[src/rtl/jtag_dbg_reset_seq.sv]
module jtag_dbg_reset_seq #(
  parameter int NUM_DEV = 3,
  parameter int IR_W = 4,
  parameter logic [IR_W-1:0] OPCODE = 4'b0011,
  parameter int DIV = 2,
  parameter int HOLD = 3
) (
  input  logic clk,
  input  logic rst_n,
  input  logic start,
  output logic busy,
  output logic done,
  output logic tgt_rst_n,
  output logic trst_n,
  output logic tck,
  output logic tms,
  output logic tdi
);
  localparam int TOT = NUM_DEV * IR_W;
  localparam int MAXC = (TOT > HOLD) ? ((TOT > 5) ? TOT : 5) : ((HOLD > 5) ? HOLD : 5);
  localparam int BW = $clog2(MAXC + 1);
  localparam int CW = (DIV > 1) ? $clog2(DIV) : 1;
  localparam logic [4:0] NAV = 5'b00110;

  typedef enum logic [2:0] {S_IDLE, S_RST, S_TRST, S_TLR, S_NAV, S_SHIFT, S_EXIT} st_t;

  st_t st;
  logic [CW-1:0] cnt;
  logic [BW-1:0] bcnt;
  logic [TOT-1:0] sh;

  wire last_hold = (int'(bcnt) == HOLD - 1);
  wire last_bit = (int'(bcnt) == TOT - 1);
  wire next_last = (int'(bcnt) == TOT - 2);

  assign busy = (st != S_IDLE);

  always_ff @(posedge clk or negedge rst_n) begin
    if (!rst_n) begin
      st <= S_IDLE;
      cnt <= '0;
      bcnt <= '0;
      sh <= '0;
      tck <= 1'b0;
      tms <= 1'b1;
      tdi <= 1'b0;
      tgt_rst_n <= 1'b1;
      trst_n <= 1'b1;
      done <= 1'b0;
    end else begin
      done <= 1'b0;
      if (st == S_IDLE) begin
        cnt <= '0;
        tck <= 1'b0;
        if (start) begin
          st <= S_RST;
          tgt_rst_n <= 1'b0;
          bcnt <= '0;
          sh <= {NUM_DEV{OPCODE}};
        end
      end else if (int'(cnt) != DIV - 1) begin
        cnt <= cnt + 1'b1;
      end else begin
        cnt <= '0;
        tck <= ~tck;
        if (tck) begin
          bcnt <= bcnt + 1'b1;
          case (st)
            S_RST: if (last_hold) begin
              st <= S_TRST;
              trst_n <= 1'b0;
              bcnt <= '0;
            end
            S_TRST: if (last_hold) begin
              st <= S_TLR;
              trst_n <= 1'b1;
              bcnt <= '0;
            end
            S_TLR: if (last_hold) begin
              st <= S_NAV;
              tms <= NAV[0];
              bcnt <= '0;
            end
            S_NAV: if (bcnt[2:0] == 3'd4) begin
              st <= S_SHIFT;
              bcnt <= '0;
              tms <= (TOT == 1);
              tdi <= sh[0];
              sh <= sh >> 1;
            end else begin
              tms <= NAV[bcnt[2:0] + 3'd1];
            end
            S_SHIFT: if (last_bit) begin
              st <= S_EXIT;
              bcnt <= '0;
              tms <= 1'b1;
              tdi <= 1'b0;
            end else begin
              tdi <= sh[0];
              sh <= sh >> 1;
              tms <= next_last;
            end
            S_EXIT: if (bcnt == '0) begin
              tms <= 1'b0;
            end else begin
              st <= S_IDLE;
              tgt_rst_n <= 1'b1;
              tms <= 1'b1;
              done <= 1'b1;
            end
            default: st <= S_IDLE;
          endcase
        end
      end
    end
  end
endmodule

[config.mk]
export PLATFORM = sky130hd
export DESIGN_NAME = jtag_dbg_reset_seq
export DESIGN_NICKNAME = d
export VERILOG_FILES = /design/src/rtl/jtag_dbg_reset_seq.sv
export SDC_FILE = /design/constraint.sdc
export NUM_CORES = 1
export LEC_CHECK = 0
export ABC_AREA = 1
export ABC_CLOCK_PERIOD_IN_PS = 1630
export BUFFER_PORTS_ARGS = -buffer_cell sky130_fd_sc_hd__buf_2
export CORE_UTILIZATION = 56
export CTS_BUF_LIST = sky130_fd_sc_hd__clkbuf_8
export DETAILED_ROUTE_END_ITERATION = 16
export HOLD_SLACK_MARGIN = 0.1
export PLACE_DENSITY = 0.79
export SYNTH_ARGS = -nofsm -noshare
export SYNTH_HDL_FRONTEND = slang
export SYNTH_SLANG_ARGS = --single-unit
[constraint.sdc]
create_clock -name clk -period 1.63 [get_ports clk]
set_input_delay 0.163 -clock clk [delete_from_list [all_inputs] [get_ports clk]]
set_output_delay 0.163 -clock clk [all_outputs]
set_load 0.01 [all_outputs]
== Yosys cells after proc, flatten, opt, wreduce, memory -nomap -nowiden ==
Memories as Yosys holds them, arrays and structs flattened.
Index checks and enable logic that the tools add are counted.

* Register bits after elaboration: 26
* Output and inout bits: 7
* Logic and storage cells: 109
* Bits in read-only memories: 8
* Input port bits: 3
* Memories kept: 1

* Order comparisons: 1
* Mux-type cells: 51
* Bitwise logic cells: 2
* Add/subtract/negate cells: 3
* Equal/unequal tests: 23
* Reduce and logical (&&, ||, !) cells: 18

{| class="wikitable"
|+ Memory list
! memory !! words !! bits a word !! rd ports !! clocked after memory_dff !! write ports !! line !! source
|-
| (name not given) || 8 || 1 || 1 || 0 || 0 || 91 || <nowiki>tms <= NAV[bcnt[2:0] + 3'd1];</nowiki>
|}

{| class="wikitable"
|+ Operators by type and width
! operator !! count
|-
| 12-bit two-way mux || 6
|-
| 3-bit two-way mux || 10
|-
| 4-bit two-way mux || 7
|-
| 12-bit case mux with 2 select lines || 1
|-
| 1-bit two-way mux || 22
|-
| 3-bit != test, second input constant || 7
|-
| 3-bit case mux with 6 select lines || 1
|-
| 5-bit AND reduction || 3
|-
| 3-bit == test, second input constant || 4
|-
| 2-bit != test, second input constant || 6
|-
| 4-bit case mux with 3 select lines || 1
|-
| 6-bit AND reduction || 2
|-
| 2-bit nonzero test || 5
|-
| 9-bit AND reduction || 1
|-
| 4-bit == test, second input constant || 2
|-
| 3-bit by 2-bit == test with 1-bit output, second input constant || 2
|-
| 3-bit nonzero test || 2
|-
| 4-bit by 1-bit adder with 4-bit output, second input constant || 1
|-
| 4-bit by 3-bit == test with 1-bit output, second input constant || 1
|-
| 4-bit logical NOT || 1
|-
| 3-bit by 4-bit < comparator with 1-bit output, second input constant || 1
|-
| 1-bit case mux with 2 select lines || 2
|-
| 1-bit case mux with 4 select lines || 1
|-
| 4-bit nonzero test || 1
|-
| other kinds (7) || 8
|}

== Logic depth before layout (Yosys ltp) ==
Gate-level depths: netlist of the first run.

* Depth in word-level cells: 6
* Gate-level depth with buffers: 10
* Gate-level depth less buffers: 10

== Worst setup path before layout of the first run ==
OpenSTA, ideal clock, no wires.

* Path kind: reg-to-reg
* From: register bcnt[0]
* To: register sh[0]
* Path buffers: 1
* Period minus slack after synthesis: 1.402 ns
* Library setup time: 0.119 ns
* Stages on the path, launching flop included: 8
* Data required time: 1.511 ns
* Setup slack: 0.228 ns
* Data arrival time: 1.283 ns
* Path through: dfrtp_1 -> inv_1 -> ha_1 -> nand2_1 -> nand3_1 -> nand3_4 -> buf_12 -> o21ai_2

* Cells in the longest elaborated chain, start to end: 3
* Elaborated cells between the ends (all ways): 5
* Classes of those cells: 4 x eq/ne; 1 x reduce/logical

{| class="wikitable"
|+ RTL lines
! what !! line !! source
|-
| from (decl) || 29 || <nowiki>logic [BW-1:0] bcnt;</nowiki>
|-
| from (signal assigned) || 67 || <nowiki>bcnt <= bcnt + 1'b1;</nowiki>
|-
| 4-bit == test / 3-bit == test (equally long branches) || 33, 84 ||
|-
| 3-bit != test (no source line) || n/a ||
|-
| 6-bit AND reduction (no source line) (*) || n/a ||
|-
| to (signal assigned) || 59 || <nowiki>sh <= {NUM_DEV{OPCODE}};</nowiki>
|-
| to (signal assigned) || 89 || <nowiki>sh <= sh >> 1;</nowiki>
|-
| to (signal assigned) || 100 || <nowiki>sh <= sh >> 1;</nowiki>
|-
| to (decl) || 30 || <nowiki>logic [TOT-1:0] sh;</nowiki>
|}

Every way passes the cells marked *; elsewhere a longest branch is shown, timed or not.
A chain may end at the register's enable or synchronous reset.

== Worst setup path after layout of the first run ==
* From: register bcnt[1]
* To: register tms

* Cells in the longest elaborated chain, start to end: 5
* Elaborated cells between the ends (all ways): 14
* Classes of those cells: 1 x add/sub; 5 x eq/ne; 5 x mux; 2 x reduce/logical; 1 x memory

{| class="wikitable"
|+ RTL lines
! what !! line !! source
|-
| 3-bit by 1-bit adder with 3-bit output || 91 ||
|-
| memory 8 x 1 bit || n/a ||
|-
| 1-bit two-way mux (not written as such) || 91 ||
|-
| 1-bit two-way mux || 84 || <nowiki>S_NAV: if (bcnt[2:0] == 3'd4) begin</nowiki>
|-
| 1-bit case mux with 4 select lines || 68 || <nowiki>case (st)</nowiki>
|-
| to (signal assigned) || 81 || <nowiki>tms <= NAV[0];</nowiki>
|-
| to (signal assigned) || 87 || <nowiki>tms <= (TOT == 1);</nowiki>
|-
| to (signal assigned) || 91 ||
|-
| to (decl) || 16 || <nowiki>output logic tms,</nowiki>
|}

Parallel ways exist; a longest one is shown, timed or not. The select of a mux whose other input is x is not followed.

==> qor.yml, run 1 <==
logic_synthesis:
  ys_types: 28
  synth-seq-cells: 24
  synth_area_leaders: "dfrtp_1 36%, nand2_1 15%, nor2_1 6.8%"
  synth_warnings: 0
  synth_top_area_cell: "dfrtp_1"
  synth_nets: 189
  syn_area_per_cell_um2: 7.93
  ys_seq_area_share_pct: 41.9
  synth_cells: 182
  synthesis.area_um2: 1440
  synthDominantCellAreaShare_pct: 36.4
power:
  switching_power_w: 0.00131
  finalPower_w: 0.00298
  switching_share_pct: 43.9
  p_leak_nw: 0.870
  ir_worst_vdd_mv: 1.12
  p_per_area_nw_per_um2: 1800
  pwr-share-comb_pct: 50.5
  p_int_w: 0.00167
  seqPwrFrac_pct: 32.1
  clockPowerShare_pct: 17.4
floorplan:
  dieWidth_um: 52.8
  core_area_um2: 2450
  pin_count: 10
  floorplan.rows: 18
  dieArea_um2: 2780
  start_util_pct: 58.8
  die_h_um: 52.8
place:
  gp_congestion: 0.948
  dp_hpwl_um: 2160
  port-buffer-count: 9
timing:
  period_share_pct: 93.6
  relSlewSlack_pct: 65.0
  finalSetupViolations: 0
  final_max_slew_viol_count: 0
  tightest_slew_ns: 0.524
  fmax_ghz: 0.655
  setup_tns_ns: 0
  finalClockSkew_ns: 0.00331
  hold_violations: 0
  period_minus_slack_ns: 1.53
critical_path:
  timing.rr.start: "bcnt[1]$_DFFE_PN0P_"
  crit_slowest_cell: "dfrtp_1"
  crit_type: "flop to flop"
  crit_buf_inv: 2
  cp-startpoint: "bcnt[1]$_DFFE_PN0P_"
  start_kind: "flop"
  critPathRequiredTime_ns: 1.84
  path_cells: "inv_1, ha_2, nand2_2, nand3_2, buf_4, nor3_1, nor2_1, nor2_1"
  cp_max_fo: 6
  arrival_ns: 1.73
  cp-end-kind: "flop"
  worst_path_most_repeated_cell: "nor2_1"
  cpLargestDelayFamily: "simple AND/OR/NAND/NOR gates"
  slowest_delay_ns: 0.45
drt:
  wl_um: 3150
  viasPerCell: 5.61
  drc: 0
  antenna_left: 0
  wl_per_cell_um: 13.7
  drt_iter0_drc: 59
  drtPass1Iterations: 7
  via_count: 1284
global_routing:
  antenna_found_initial: 0
  grt_util_all_layers_pct: 27.0
  grt.overflow.total: 0
  grt_pass1_vias: 1203
  grt_start_max_net_pins: 25
  grt_pass1_wl_um: 5380
layout:
  final_layout_size_suffix_gt1_share_pct: 29.6
  diodes: 0
  finalNetCount: 207
  area_delta_synth_final_pct: 14.9
  fin_util_pct: 67.5
clock_tree:
  cts_sinks: 24
  cts_tree: "yes"
  cts_buffers: 3
  insertion_delay_ns: 0.27
  cts.clk_slew.worst_paths_ns: 0.08
  clockRootBuffer: "clkbuf_8"
  cts_buffer_depth: 2
  cts_max_level: 1
hold_path:
  hp-start: "start"
  min-delay-path-class: "primary input to flop"
run_status:
  status: "completed"
run:
  cap_violations: 0
## final timing paths
path	endpoint	slack [ns]	depth (start not counted)
min in group asynchronous	bcnt[3]$_DFFE_PN0P_	0.40	2
max in group asynchronous	st[2]$_DFFE_PN0P_	0.86	2
worst max register to register	tms$_DFFE_PN1P_	0.10	8
worst min-delay path	sh[9]$_DFFE_PN0P_	0.19	3
worst max-delay path	tms$_DFFE_PN1P_	0.10	8
worst min register to register	cnt$_DFF_PN0_	0.45	1
## power by group through the flow
stage	Clock (W)	Combinational, W	Sequential (W)
finish	0.000518	0.00150	0.000957
global placement	0	0.00131	0.000949
floorplan	0	0.00112	0.000924
CTS	0.000533	0.00142	0.000943
detailed placement	0	0.00136	0.000954
global route	0.000548	0.00169	0.000982
## sequential cells by signal (all words and copies together), names as in the netlist
register / cells
bcnt: 4
cnt: 1
done: 1
sh: 10
st: 3
tck: 1
tdi: 1
tgt_rst_n: 1
tms: 1
trst_n: 1
## layout make-up
cell class,count,area (um^2)
clock inverters,1,30.0
well taps,30,37.5
flip-flops and latches,24,608
fillers,176,797
clock buffers,3,41.3
multi-input cells,140,776
repair buffers,15,105
inverters,16,60.1
## cell usage after synthesis
cell / number
nor2_2: 2
buf_12: 1
a21oi_1: 3
nand3_4: 1
dfstp_2: 3
xnor2_1: 1
xor2_1: 1
nor3_1: 1
nand2_4: 4
inv_2: 5
o21ai_0: 4
o21bai_1: 1
nand4_1: 1
nor2_8: 1
or2_2: 1
o31ai_1: 2
ha_1: 4
inv_1: 11
nand3_2: 1
nor2_1: 26
nor3b_1: 1
nand2_2: 5
dfrtp_1: 21
nand3b_1: 1
nand3_1: 14
o21ai_2: 9
buf_4: 1
nand2_1: 56
## tightest hold or removal path, delay by kind of cell
kind                   cells  cell delay, ns
buffers and inverters      1            0.10
AND/OR/NAND/NOR            2            0.17
## cells by family after synthesis
group	share of synthesized area (%)
AO/OA/AOI/OAI	9.45
buffers and inverters	6.07
flip-flops	41.9
AND/OR/NAND/NOR	37.9
adder cells (fa/ha/maj)	3.47
XOR/XNOR	1.21
## per-stage QoR
| stage | cell area, um^2 | worst slack [ns] | hold WS [ns] | instances |
|---|---|---|---|---|
| after floorplan | 1440 | 0.228 | -0.133 | 182 |
| after global placement | 1510 | 0.0310 | 0.168 | 221 |
| after CTS | 1610 | 0.00498 | 0.183 | 227 |
| after detailed placement | 1510 | -0.0177 | 0.173 | 221 |
| after global routing | 1660 | -0.00625 | 0.203 | 229 |
| final | 1660 | 0.104 | 0.190 | 229 |
## layer usage
layer	share of wire [%]	GRT usage [%]
met4	3.4	15.8
met2	48	41.8
met5	0	0
met3	5.7	4.35
met1	43	35.2
## what timing repair did
action | in CTS | in global routing
hold buffers | 1 | 0
resized for setup | 0 | 10
endpoints found under the setup margin | 11 | 18
hold endpoints to repair | 21 | 0
pin swaps | 1 | 2
setup buffers | 1 | 2
## cells in the final DEF, fill, tap and decap left out, types with 2 or more instances in the layout
cell       n
nand2_1   54
nor2_1    25
dfrtp_1   18
nand3_1   12
inv_1     11
o21ai_2    9
buf_2      9
nand2_2    7
inv_2      5
nand2_4    4
o21ai_0    4
buf_4      4
nand3_2    3
a21oi_1    3
ha_1       3
dfrtp_2    3
clkbuf_8   3
dfstp_2    3
o31ai_1    2
nor2_2     2
Power figures use the tool's default switching activity.
==> run 2: changes to the inputs <==
--- a/config.mk
+++ b/config.mk
@@ -6,7 +6,7 @@
 export NUM_CORES = 1
 export LEC_CHECK = 0
 export ABC_AREA = 1
-export ABC_CLOCK_PERIOD_IN_PS = 1630
+export ABC_CLOCK_PERIOD_IN_PS = 1900
 export BUFFER_PORTS_ARGS = -buffer_cell sky130_fd_sc_hd__buf_2
 export CORE_UTILIZATION = 56
 export CTS_BUF_LIST = sky130_fd_sc_hd__clkbuf_8
==> constraint.sdc (replaced) <==
create_clock -name clk -period 1.9 [get_ports clk]
set_input_delay 0.19 -clock clk [delete_from_list [all_inputs] [get_ports clk]]
set_output_delay 0.19 -clock clk [all_outputs]
set_load 0.01 [all_outputs]
==> run 2 against run 1 <==
  * Hold slack improved by 0.021 ns
  * Routed wire length down 7.4%
  * Largest cell class unchanged
  * Largest power group unchanged
  * Clock-buffer cell count up 1
  * Critical path type unchanged
  * Critical endpoint is now sh[5]$_DFFE_PN0P_
  * Critical path depth shrank 1
==> qor.yml, run 2 (synthesized netlist as in run 1, its figures left out) <==
clock_tree:
  cts.clk_slew.worst_paths_ns: 0.09
  cts_buffers: 3
  cts_tree: "yes"
  cts_sinks: 24
  insertion_delay_ns: 0.27
  cts_resized: 0
  clockRootBuffer: "clkbuf_8"
  cts_max_level: 1
  cts_buffer_depth: 2
critical_path:
  crit_buf_inv: 1
  crit_slowest_cell: "dfrtp_1"
  start_kind: "flop"
  worst_path_most_repeated_cell: "nand2_4"
  crit_type: "flop to flop"
  path_cells: "inv_2, nand2_4, nand2_4, nand2_4, nand3_4, nand2_1, o21ai_2"
  cp-end-kind: "flop"
  cp_max_fo: 19
  critPathRequiredTime_ns: 2.06
  arrival_ns: 1.90
  slowest_delay_ns: 0.68
  cpLargestDelayFamily: "simple AND/OR/NAND/NOR gates"
floorplan:
  core_area_um2: 2450
  dieArea_um2: 2780
  start_util_pct: 58.8
  dieWidth_um: 52.8
  pin_count: 10
  die_h_um: 52.8
  floorplan.rows: 18
layout:
  diodes: 0
  regMostFlops: "sh"
  final_common_cell: "nand2_1"
  largest_reg_flops: 10
  finalNetCount: 202
  area_delta_synth_final_pct: 8.33
  final_cell_mix: "56 x nand2_1, 26 x nor2_1, 21 x dfrtp_1, 14 x nand3_1, 11 x inv_1"
  reg_top3: "sh (10), bcnt (4), st (3)"
  final_layout_size_suffix_gt1_share_pct: 23.2
drt:
  drt_iter0_drc: 38
  wl_um: 2910
  via_count: 1172
  viasPerCell: 5.23
  wl_per_cell_um: 13.0
  antenna_left: 0
  drtPass1Iterations: 4
  drc: 0
global_routing:
  grt_util_all_layers_pct: 22.7
  antenna_found_initial: 0
  grt_start_max_net_pins: 25
  grt_pass1_vias: 1034
  grt_pass1_wl_um: 4530
  grt.overflow.total: 0
power:
  p_per_area_nw_per_um2: 1480
  p_leak_nw: 0.835
  finalPower_w: 0.00231
  ir_worst_vdd_mv: 0.831
timing:
  setup_tns_ns: 0
  rsz0062_at_grt: "false"
  fmax_ghz: 0.574
  final_max_slew_viol_count: 0
  fin_hold_ws_ns: 0.211
  finalClockSkew_ns: 0.00528
  setup_ws_ns: 0.157
  finalSetupViolations: 0
  period_share_pct: 91.8
  hold_violations: 0
  period_minus_slack_ns: 1.74
  relSlewSlack_pct: 64.8
  tightest_slew_ns: 0.529
run:
  cap_violations: 0
run_status:
  status: "completed"
place:
  dp_slack_ns: 0.180
  gp_congestion: 0.879
  port-buffer-count: 9
  dp_hpwl_um: 2150
hold_path:
  min-delay-path-class: "primary input to flop"
[run 2: cell types whose count changed in the layout (fill, tap and decap cells not counted)]
| cell | previous run | this run |
|---|---|---|
| clkbuf_8 | 3 | 4 |
| ha_2 | 1 | 0 |
| dfrtp_1 | 18 | 21 |
| nand3_2 | 3 | 1 |
| nand3_1 | 12 | 14 |
| dfrtp_2 | 3 | 0 |
| buf_12 | 1 | 0 |
| ha_1 | 3 | 4 |
| bufinv_16 | 1 | 0 |
| nor2_4 | 1 | 0 |
| nand2_2 | 7 | 5 |
| nand2_1 | 54 | 56 |
| buf_4 | 4 | 0 |
| nor2_1 | 25 | 26 |
[run 2: worst reg2reg max path, stage by stage (launching register included)]
cell	delay, ns
dfrtp_1	0.68
inv_2	0.16
nand2_4	0.19
nand2_4	0.08
nand2_4	0.09
nand3_4	0.22
nand2_1	0.17
o21ai_2	0.06
[run 2: worst paths after layout]
path                                        start               endpoint  slack (ns)  depth (start not counted)
worst min register to register      cnt$_DFF_PN0_          cnt$_DFF_PN0_        0.47                          1
worst max register to register  st[2]$_DFFE_PN0P_      sh[5]$_DFFE_PN0P_        0.16                          7
worst max-delay path            st[2]$_DFFE_PN0P_      sh[5]$_DFFE_PN0P_        0.16                          7
min in group asynchronous                   rst_n      st[1]$_DFFE_PN0P_        0.42                          2
worst min-delay path                        start      sh[9]$_DFFE_PN0P_        0.21                          3
max in group asynchronous                   rst_n  tgt_rst_n$_DFFE_PN1P_        1.11                          2
[run 2: layout make-up]
class | count | area (um^2)
Timing Repair Buffer | 10 | 55.1
Multi-Input combinational cell | 140 | 751
Clock buffer | 4 | 55.1
Inverter | 16 | 60.1
Fill cell | 217 | 892
Tap cell | 30 | 37.5
Sequential cell | 24 | 604
[run 2: metrics by stage]
stage	std cells	util (%)	instance area (um^2)
2_1_floorplan	182	-	1440
3_3_place_gp	219	61.0	1500
3_5_place_dp	219	61.0	1500
4_1_cts	224	63.7	1560
5_1_grt	224	63.7	1560
6_report	224	63.7	1560
[run 2: metal layers]
metal	part of all wire, %	vias up	global-route usage [%]
met5	0	-	0
li1	-	603	-
met2	48	24	36.1
met4	1.2	0	6.58
met1	47	540	31.8
met3	3.8	5	3.48
[run 2: power breakdown]
group	switching, W	total [W]	internal [W]	leakage [nW]
sequential	0.000146	0.000823	0.000678	0.304
clock	0.000167	0.000352	0.000185	0.0288
combinational	0.000760	0.00114	0.000377	0.503
total	0.00107	0.00231	0.00124	0.835
[run 2: repair_timing]
action,CTS,global route
hold endpoints to repair,21,0
hold buffers,1,0
buffers inserted,0,0
==> run 3: changes to the inputs <==
--- a/config.mk
+++ b/config.mk
@@ -6,13 +6,13 @@
 export NUM_CORES = 1
 export LEC_CHECK = 0
 export ABC_AREA = 1
-export ABC_CLOCK_PERIOD_IN_PS = 1900
+export ABC_CLOCK_PERIOD_IN_PS = 1470
 export BUFFER_PORTS_ARGS = -buffer_cell sky130_fd_sc_hd__buf_2
-export CORE_UTILIZATION = 56
+export CORE_UTILIZATION = 50
 export CTS_BUF_LIST = sky130_fd_sc_hd__clkbuf_8
 export DETAILED_ROUTE_END_ITERATION = 16
 export HOLD_SLACK_MARGIN = 0.1
-export PLACE_DENSITY = 0.79
+export PLACE_DENSITY = 0.75
 export SYNTH_ARGS = -nofsm -noshare
 export SYNTH_HDL_FRONTEND = slang
 export SYNTH_SLANG_ARGS = --single-unit
==> constraint.sdc (replaced) <==
create_clock -name clk -period 1.47 [get_ports clk]
set_input_delay 0.147 -clock clk [delete_from_list [all_inputs] [get_ports clk]]
set_output_delay 0.147 -clock clk [all_outputs]
set_load 0.01 [all_outputs]
==> run 3 against run 2 <==
  * The flow now finishes with violations (setup timing)
  * Hold slack lost 0.028 ns
  * Worst setup slack lost 0.24 ns
  * Final cell count grew 11%
  * Sequential power grew 29%
  * Die area grew 12%
  * Final area grew 24%
  * Via count grew 17%
  * Routed wire length grew 31%
  * Sequential share of layout area shrank 7.1 points
  * Critical path depth shrank 1
  * First-iteration DRC count grew 84%
  * Clock-buffer cell count shrank 1
  * Critical path type unchanged
  * Critical endpoint is now tgt_rst_n$_DFFE_PN1P_
  * Largest cell class unchanged
==> qor.yml, run 3 (synthesized netlist as in run 1, its figures left out) <==
drt:
  wl_um: 3830
  drt_iter0_drc: 70
  via_count: 1377
  antenna_left: 0
  wl_per_cell_um: 15.4
  drtPass1Iterations: 4
  drc: 0
  viasPerCell: 5.53
floorplan:
  die_h_um: 55.7
  core_area_um2: 2730
  floorplan.rows: 19
  dieArea_um2: 3100
  pin_count: 10
  start_util_pct: 52.8
  dieWidth_um: 55.7
layout:
  final_cell_mix: "49 x nand2_1, 21 x nor2_1, 21 x buf_4, 17 x dfrtp_1, 12 x nand3_1"
  fin_area_um2: 1930
  area_delta_synth_final_pct: 33.8
  final_common_cell: "nand2_1"
  fillers: 190
  fin_util_pct: 70.6
  finalNetCount: 226
  reg_top3: "sh (10), bcnt (4), st (3)"
  largest_reg_flops: 10
  regMostFlops: "sh"
  diodes: 0
  final_layout_size_suffix_gt1_share_pct: 45.0
clock_tree:
  cts_buffer_depth: 2
  cts.clk_slew.worst_paths_ns: 0.09
  insertion_delay_ns: 0.28
  cts_buffers: 3
  cts_tree: "yes"
  cts_sinks: 24
  cts_max_level: 1
  clockRootBuffer: "clkbuf_8"
critical_path:
  arrival_ns: 1.78
  critPathRequiredTime_ns: 1.69
  cp_max_fo: 3
  start_kind: "flop"
  cp-end-kind: "flop"
  crit_type: "flop to flop"
run_status:
  violations: "setup timing"
  status: "finished, violations left"
power:
  p_per_area_nw_per_um2: 2000
  p_leak_nw: 0.980
  ir_worst_vdd_mv: 1.33
place:
  gp_congestion: 0.942
  dpl-instance-area_um2: 1600
  dp_hpwl_um: 2260
  port-buffer-count: 9
run:
  cap_violations: 0
timing:
  rsz0062_at_grt: "true"
  finalClockSkew_ns: 0.00392
  final_max_slew_viol_count: 0
  hold_violations: 0
  tightest_slew_ns: 0.550
  setup_ws_ns: -0.0851
  relSlewSlack_pct: 63.3
  period_minus_slack_ns: 1.56
  setup_tns_ns: -0.202
  finalSetupViolations: 4
  period_share_pct: 106
  fmax_ghz: 0.643
global_routing:
  grt_start_max_net_pins: 25
  grt_util_all_layers_pct: 23.5
  grt.overflow.total: 0
  grt_pass1_vias: 1356
  antenna_found_initial: 0
  grt_pass1_wl_um: 5700
hold_path:
  min-delay-path-class: "primary input to flop"
[run 3: changes by cell type in the layout (fill, tap and decap cells not counted), sizes merged]
| cell | delta |
|---|---|
| bufinv | +1 |
| buf | +24 |
| clkbuf | -1 |
[run 3: area by class of cell]
class / instances / area [um^2] / area share [%]
multi-input combinational: 140 / 882 / 45.7
clock inverter: 1 / 30.0 / 1.56
inverter: 16 / 67.6 / 3.50
tap: 31 / 38.8 / 2.01
clock buffer: 3 / 41.3 / 2.14
timing repair buffer: 34 / 262 / 13.5
sequential: 24 / 609 / 31.6
[run 3: final timing paths]
| check | slack (ns) | startpoint | end | cells after the start |
|---|---|---|---|---|
| min reg2reg | 0.47 | cnt$_DFF_PN0_ | cnt$_DFF_PN0_ | 1 |
| min | 0.18 | start | sh[9]$_DFFE_PN0P_ | 3 |
| max | -0.09 | st[0]$_DFFE_PN0P_ | tgt_rst_n$_DFFE_PN1P_ | 6 |
| min in group asynchronous | 0.38 | rst_n | sh[0]$_DFFE_PN0P_ | 2 |
| max in group asynchronous | 0.69 | rst_n | bcnt[2]$_DFFE_PN0P_ | 2 |
| max reg2reg | -0.09 | st[0]$_DFFE_PN0P_ | tgt_rst_n$_DFFE_PN1P_ | 6 |
[run 3: stage by stage]
step	cells	hold slack (ns)	setup slack, ns	total power (W)
global route	249	0.177	-0.132	0.00409
detailed placement	233	0.160	-0.0828	0.00277
floorplan	182	-0.149	0.0681	0.00227
CTS	240	0.182	0.00307	0.00346
global placement	233	0.149	0.0124	0.00271
finish	249	0.183	-0.0851	0.00386
[run 3: layer usage]
metal	vias to the layer above	share of wire (%)	wire [um]	track usage, %
met5	-	0	0	0
met2	49	51	1970	38.7
met3	16	3.7	142	5.12
met4	0	3.2	121	11.4
li1	654	-	-	-
met1	658	42	1600	29.2
[run 3: where the power goes]
group | switching [W] | internal, W
clock | 0.000234 | 0.000365
combinational | 0.00127 | 0.000926
sequential | 0.000182 | 0.000881
total | 0.00169 | 0.00217
[run 3: what timing repair did]
action                                  in CTS  in global routing
endpoints found under the setup margin      18                 20
hold endpoints to repair                    21                  0
buffers inserted                             2                  9
pin swaps                                    2                  8
gates resized for setup                      5                 38
hold buffers                                 1                  0
[run 3: worst max-delay path: stages, from the launching register on]
cell,delay (ns)
dfrtp_1,0.45
inv_2,0.12
nand2_1,0.10
nor2_1,0.20
o21ai_0,0.22
or2_2,0.35
nand2_1,0.07
